`src/rtl/cap_timer_pkg.sv`:
```
package cap_timer_pkg;
  localparam int STAT_FLAG = 7;
  localparam int STAT_IE   = 6;
  localparam int STAT_MSB  = 5;
  localparam int CH_STRIDE = 3;
  localparam int CH_FIRST  = 1;

  typedef enum logic [1:0] {
    EDGE_OFF  = 2'b00,
    EDGE_RISE = 2'b01,
    EDGE_FALL = 2'b10,
    EDGE_ANY  = 2'b11
  } edge_sel_e;
endpackage

```
`src/rtl/cap_prescaler.sv`:
```
module cap_prescaler #(
  parameter int PS_W = 3
) (
  input  logic            clk_i,
  input  logic            rst_ni,
  input  logic [PS_W-1:0] ps_i,
  input  logic            ext_clk_i,
  output logic            tick_o
);
  localparam int EXT_SEL = (1 << PS_W) - 1;
  localparam int DIV_W   = EXT_SEL - 1;

  logic [DIV_W-1:0] div_q;
  logic [2:0]       ext_q;
  logic [DIV_W:0]   one_hot;
  logic [DIV_W-1:0] mask;

  always_ff @(posedge clk_i or negedge rst_ni) begin
    if (!rst_ni) begin
      div_q <= '0;
      ext_q <= '0;
    end else begin
      div_q <= div_q + DIV_W'(1);
      ext_q <= {ext_q[1:0], ext_clk_i};
    end
  end

  always_comb begin
    one_hot = (DIV_W+1)'(1) << ps_i;
    mask    = one_hot[DIV_W-1:0] - DIV_W'(1);
    if (ps_i == PS_W'(EXT_SEL)) tick_o = ext_q[1] & ~ext_q[2];
    else                        tick_o = (div_q & mask) == mask;
  end
endmodule

```
`src/rtl/cap_channel.sv`:
```
module cap_channel
  import cap_timer_pkg::*;
#(
  parameter int DATA_W  = 8,
  parameter int CNT_W   = 16,
  parameter bit HAS_MSB = 1'b1
) (
  input  logic              clk_i,
  input  logic              rst_ni,
  input  logic              pin_i,
  input  logic [CNT_W-1:0]  cnt_i,
  input  logic              wr_sc_i,
  input  logic              rd_hi_i,
  input  logic              rd_lo_i,
  input  logic [DATA_W-1:0] wdata_i,
  output logic [DATA_W-1:0] sc_o,
  output logic [CNT_W-1:0]  cap_o,
  output logic              irq_o
);
  localparam int CFG_W = DATA_W - 1;
  localparam logic [CFG_W-1:0] CFG_MASK =
    HAS_MSB ? {CFG_W{1'b1}} : ~(CFG_W'(1) << STAT_MSB);

  logic [2:0]       pin_q;
  logic [CFG_W-1:0] cfg_q;
  logic             flag_q, frz_q, rise, fall, hit;
  logic [CNT_W-1:0] cap_q;
  edge_sel_e        els;

  assign els  = edge_sel_e'(cfg_q[3:2]);
  assign rise = pin_q[1] & ~pin_q[2];
  assign fall = ~pin_q[1] & pin_q[2];

  always_comb begin
    unique case (els)
      EDGE_RISE: hit = rise;
      EDGE_FALL: hit = fall;
      EDGE_ANY:  hit = rise | fall;
      default:   hit = 1'b0;
    endcase
  end

  always_ff @(posedge clk_i or negedge rst_ni) begin
    if (!rst_ni) begin
      pin_q  <= '0;
      cfg_q  <= '0;
      flag_q <= 1'b0;
      frz_q  <= 1'b0;
      cap_q  <= '0;
    end else begin
      pin_q <= {pin_q[1:0], pin_i};
      if (wr_sc_i) begin
        cfg_q <= wdata_i[CFG_W-1:0] & CFG_MASK;
        if (!wdata_i[STAT_FLAG]) flag_q <= 1'b0;
      end
      if (hit && !frz_q) begin
        cap_q  <= cnt_i;
        flag_q <= 1'b1;
      end
      if (rd_hi_i)      frz_q <= 1'b1;
      else if (rd_lo_i) frz_q <= 1'b0;
    end
  end

  assign sc_o  = {flag_q, cfg_q};
  assign cap_o = cap_q;
  assign irq_o = flag_q & cfg_q[STAT_IE];


  flag_src_chk: assert property (@(posedge clk_i) disable iff (!rst_ni)
    $rose(flag_q) |-> $past(hit && !frz_q));

  cap_flag_chk: assert property (@(posedge clk_i) disable iff (!rst_ni)
    (cap_q != $past(cap_q)) |-> flag_q);

  off_hold_chk: assert property (@(posedge clk_i) disable iff (!rst_ni)
    (els == EDGE_OFF) |=> $stable(cap_q));

  frz_hold_chk: assert property (@(posedge clk_i) disable iff (!rst_ni)
    frz_q |=> $stable(cap_q));
endmodule

```
`src/rtl/cap_timer.sv`:
```
module cap_timer
  import cap_timer_pkg::*;
#(
  parameter int DATA_W = 8,
  parameter int ADDR_W = 3,
  parameter int PS_W   = 3,
  parameter int NUM_CH = 2
) (
  input  logic              clk_i,
  input  logic              rst_ni,
  input  logic              ext_clk_i,
  input  logic [NUM_CH-1:0] cap_i,
  input  logic [ADDR_W-1:0] addr_i,
  input  logic              wr_i,
  input  logic              rd_i,
  input  logic [DATA_W-1:0] wdata_i,
  output logic [DATA_W-1:0] rdata_o,
  output logic [NUM_CH-1:0] irq_o
);
  localparam int CNT_W = 2 * DATA_W;

  logic [PS_W-1:0]   ps_q;
  logic [CNT_W-1:0]  cnt_q;
  logic              tick;
  logic [DATA_W-1:0] sc_w  [NUM_CH];
  logic [CNT_W-1:0]  cap_w [NUM_CH];

  always_ff @(posedge clk_i or negedge rst_ni) begin
    if (!rst_ni) begin
      ps_q  <= '0;
      cnt_q <= '0;
    end else begin
      if (wr_i && addr_i == '0) ps_q <= wdata_i[PS_W-1:0];
      if (tick) cnt_q <= cnt_q + CNT_W'(1);
    end
  end

  cap_prescaler #(.PS_W(PS_W)) u_presc (
    .clk_i(clk_i), .rst_ni(rst_ni), .ps_i(ps_q),
    .ext_clk_i(ext_clk_i), .tick_o(tick)
  );

  for (genvar c = 0; c < NUM_CH; c++) begin : g_ch
    localparam logic [ADDR_W-1:0] BASE = ADDR_W'(CH_FIRST + CH_STRIDE * c);
    cap_channel #(
      .DATA_W(DATA_W), .CNT_W(CNT_W), .HAS_MSB(c == 0)
    ) u_ch (
      .clk_i(clk_i), .rst_ni(rst_ni), .pin_i(cap_i[c]), .cnt_i(cnt_q),
      .wr_sc_i(wr_i && addr_i == BASE),
      .rd_hi_i(rd_i && addr_i == BASE + ADDR_W'(1)),
      .rd_lo_i(rd_i && addr_i == BASE + ADDR_W'(2)),
      .wdata_i(wdata_i), .sc_o(sc_w[c]), .cap_o(cap_w[c]), .irq_o(irq_o[c])
    );
  end

  always_comb begin
    rdata_o = '0;
    if (addr_i == '0) rdata_o = DATA_W'(ps_q);
    for (int c = 0; c < NUM_CH; c++) begin
      if (addr_i == ADDR_W'(CH_FIRST + CH_STRIDE * c))     rdata_o = sc_w[c];
      if (addr_i == ADDR_W'(CH_FIRST + CH_STRIDE * c + 1)) rdata_o = cap_w[c][CNT_W-1:DATA_W];
      if (addr_i == ADDR_W'(CH_FIRST + CH_STRIDE * c + 2)) rdata_o = cap_w[c][DATA_W-1:0];
    end
  end


  cnt_step_chk: assert property (@(posedge clk_i) disable iff (!rst_ni)
    (cnt_q != $past(cnt_q)) |-> (cnt_q == $past(cnt_q) + CNT_W'(1)));
endmodule

```
`config.mk`:
```
export PLATFORM = sky130hd
export DESIGN_NAME = cap_timer
export DESIGN_NICKNAME = d
export VERILOG_FILES = /design/src/rtl/cap_timer_pkg.sv /design/src/rtl/cap_prescaler.sv /design/src/rtl/cap_channel.sv /design/src/rtl/cap_timer.sv
export SDC_FILE = /design/constraint.sdc
export NUM_CORES = 1
export LEC_CHECK = 0
export BUFFER_PORTS_ARGS = -buffer_cell sky130_fd_sc_hd__buf_2
export CORE_MARGIN = 3
export CORE_UTILIZATION = 34
export CTS_CLUSTER_SIZE = 28
export DETAILED_ROUTE_END_ITERATION = 12
export GPL_TIMING_DRIVEN = 0
export PLACE_DENSITY = 0.55
export SLEW_MARGIN = 5
export SYNTH_ARGS = -nofsm -noshare
export SYNTH_HDL_FRONTEND = slang
export SYNTH_SLANG_ARGS = --single-unit
```
`constraint.sdc`:
```
create_clock -name clk_i -period 4.2 [get_ports clk_i]
set_input_delay 0.84 -clock clk_i [delete_from_list [all_inputs] [get_ports clk_i]]
set_output_delay 0.84 -clock clk_i [all_outputs]
set_load 0.01 [all_outputs]
```
==> results_dict.tcl <==
set metrics [dict create \
    cp_slowest_stage_delay_ns 0.35 \
    clockRootBuffer "clkbuf_8" \
    place_ws_ns 0.958 \
    cts_resized 0 \
    first_pass_iters 4 \
    drive_above_1_share 0.340 \
    clk_pin_slew_ns 0.08 \
    area_growth_pct 13.9 \
    crit_top_cell "buf_2" \
    pwr-share-clk 0.282 \
    fp.dieArea_sq_mm 0.0125 \
    syn_area_sq_mm 0.00380 \
    tns_ns 0 \
    slew_headroom 0.159 \
    antennaDiodeCount 0 \
    drc 0 \
    cp_data_required_time_ns 3.36 \
    hold_viol 0 \
    async_reset_ff_frac 1.00 \
    seqPwrFrac 0.517 \
    n_fill_cell 996 \
    yosysSeqAreaShare 0.546 \
    rows 37 \
    period_share 0.771 \
    ys.flop_type "dfrtp_1" \
    tightest_slew_ns 1.25 \
    fin_worst_skew_ns 0.00791 \
    gp_congestion 0.749 \
    swShare 0.286 \
    synth-seq-cells 83 \
    nets 366 \
    ant_nets 0 \
    start_kind "primary input" \
    drt-wirelength-per-cell_microns 16.7 \
    antenna_found_initial 0 \
    io_pins 28 \
    hp-class "reg -> reg" \
    portBuffers 27 \
    avgSynthCellArea_sq_um 12.6 \
    rsz0062_at_grt "no" \
    setup_viol 0 \
    grt_pass1_wl_microns 13400 \
    yosysUniqueCellTypes 41 \
    cts_max_level 3 \
    power_density_mw_per_mm2 463 \
    synth_cells 303 \
    worstPathCellList "buf_2 > buf_2 > buf_2 > mux2i_1 > nor2_1 > a21oi_1 > a21oi_1 > buf_2" \
    cp.arrival_ns 2.40 \
    cts_buffers 9 \
    ys_warn_count 0 \
    cts_max_path_buffers 2 \
    end_kind "output port" \
    initial_utilization 0.359 \
    slew_violations 0 \
    drt-total-wl_microns 8050 \
    combPwrFrac 0.201 \
    crit_type "in -> out" \
    via_count 2373 \
    drt_iter0_drc 99 \
    post-dp-hpwl_microns 5840 \
    max_freq_ghz 0.309 \
    grt_pass1_vias 2519 \
    critPathMaxFanout 10 \
    cts_sinks 83 \
    core-area_sq_mm 0.0106 \
    cp_slowest_cell "buf_2" \
    vias_per_cell 4.91 \
    grt_use_total 0.138 \
    setup_ws_ns 0.963 \
    drv_cap 0 \
    cts_hold_buf 0 \
    synth.net_count 327 \
    synth-edff-count 0 \
    cts_tree "done" \
    worstSkewPairLatency_ns 0.35 \
    p_int_w 0.00143 \
    fin_crit_ns 3.24 \
    postCtsSetupRepairBufs 0 \
    outcome "completed" \
    peakVddDrop_mv 0.155 \
    chipHeight_microns 112 \
    overflow 0 \
    p_switching_w 0.000575 \
    grt_max_degree 63 \
    die_width_microns 112 \
    power.leakage_nw 2.04 \
]
[kinds of logic (layout without fill, tap and decap cells)]
| logic type | Yosys count | count (layout) | share of synthesized area |
|---|---|---|---|
| AO/OA/AOI/OAI | 37 | 37 | 0.0651 |
| multiplexers | 64 | 64 | 0.189 |
| AND/OR/NAND/NOR | 70 | 70 | 0.107 |
| adder cells (fa/ha/maj) | 6 | 6 | 0.0197 |
| flip-flops | 83 | 83 | 0.546 |
| buffers and inverters | 24 | 68 | 0.0296 |
| XOR/XNOR | 19 | 19 | 0.0437 |
[path summary, 6_finish.rpt]
kind                                       start                    end  slack, ns  depth (start not counted)
hold reg to reg            g_ch[0].u_ch.pin_q[0]  g_ch[0].u_ch.pin_q[1]       0.35                          0
min in group asynchronous                 rst_ni       u_presc.div_q[3]       0.38                          1
hold / removal             g_ch[0].u_ch.pin_q[0]  g_ch[0].u_ch.pin_q[1]       0.35                          0
setup / recovery                       addr_i[1]             rdata_o[3]       0.96                          8
setup reg to reg           g_ch[1].u_ch.pin_q[1]  g_ch[1].u_ch.cap_o[8]       1.92                          7
max in group asynchronous                 rst_ni              cnt_q[13]       3.23                          2
[flip-flops by register name, summed over array words and instances, names as in the netlist]
register / count
g_ch.u_ch.cap_o: 32
cnt_q: 16
g_ch.u_ch.cfg_q: 13
g_ch.u_ch.pin_q: 6
u_presc.div_q: 6
ps_q: 3
u_presc.ext_q: 3
g_ch.u_ch.flag_q: 2
g_ch.u_ch.frz_q: 2
[per-stage QoR]
stage / instance area [sq um] / util / hold WS, ns / power, W / cells
2_1_floorplan: 3800 / - / 0.331 / 0.00131 / 303
3_3_place_gp: 4110 / 0.388 / 0.337 / 0.00145 / 466
3_5_place_dp: 4140 / 0.391 / 0.337 / 0.00146 / 467
4_1_cts: 4340 / 0.409 / 0.349 / 0.00203 / 483
5_1_grt: 4340 / 0.409 / 0.367 / 0.00212 / 483
6_report: 4340 / 0.409 / 0.346 / 0.00201 / 483
[layout make-up]
cell class	count	area, sq um	share of cell area
Clock buffer	12	145	0.0335
Tap cell	136	170	0.0392
Timing Repair Buffer	28	165	0.0381
Multi-Input combinational cell	196	1620	0.373
Sequential cell	83	2080	0.479
Buffer	12	67.6	0.0156
Inverter	12	45.0	0.0104
Clock inverter	4	50.0	0.0115
[per-layer routing]
layer | GRT usage | share of wire | vias up
met4 | 0.0527 | 0.013 | 0
met2 | 0.210 | 0.47 | 24
met3 | 0.0288 | 0.030 | 10
li1 | - | - | 1155
met1 | 0.193 | 0.49 | 1184
met5 | 0 | 0 | -
[Yosys cell counts, types with 4 or more instances]
master	n	area, sq um
a21oi_1	16	80.1
a221oi_1	6	52.6
buf_2	6	30.0
dfrtp_1	83	2080
ha_1	6	75.1
inv_1	12	45.0
mux2_2	54	608
mux2i_1	9	90.1
nand2_1	9	33.8
nand2b_1	5	31.3
nand3_1	6	30.0
nor2_1	21	78.8
xnor2_1	4	35.0
xor2_1	15	131
[cells in the final DEF, fill, tap and decap left out, types with 3 or more instances in the layout]
cell type	Yosys	routed
nor2_1	21	21
clkbuf_1	3	5
a21oi_1	16	16
dfrtp_1	83	83
nand2_1	9	9
mux2_2	54	54
buf_2	6	32
clkbuf_8	0	10
a221oi_1	6	6
nor2b_1	3	3
o21ai_0	3	3
nand2b_1	5	5
ha_1	6	6
mux2i_1	9	9
nand4_1	3	3
xor2_1	15	15
and3_1	3	3
buf_4	2	3
inv_1	12	12
nor3_2	3	3
nand3_1	6	6
xnor2_1	4	4
or3_1	3	3
[critical path, delay by kind of cell]
| kind | cells | cell delay (ns) |
|---|---|---|
| muxes | 1 | 0.28 |
| AOI/OAI and AO/OA | 2 | 0.25 |
| and+or+nand+nor | 1 | 0.07 |
| buffers and inverters | 4 | 0.95 |
[power groups by stage]
| stage | combinational, W | clock [W] | sequential [W] |
|---|---|---|---|
| 6_report | 0.000404 | 0.000565 | 0.00104 |
| 5_1_grt | 0.000450 | 0.000615 | 0.00106 |
| 4_1_cts | 0.000410 | 0.000585 | 0.00104 |
| 3_5_place_dp | 0.000409 | 0 | 0.00105 |
| 3_3_place_gp | 0.000397 | 0 | 0.00105 |
| 2_1_floorplan | 0.000300 | 0 | 0.00101 |
Note: power is estimated with default switching activity, not from simulation.
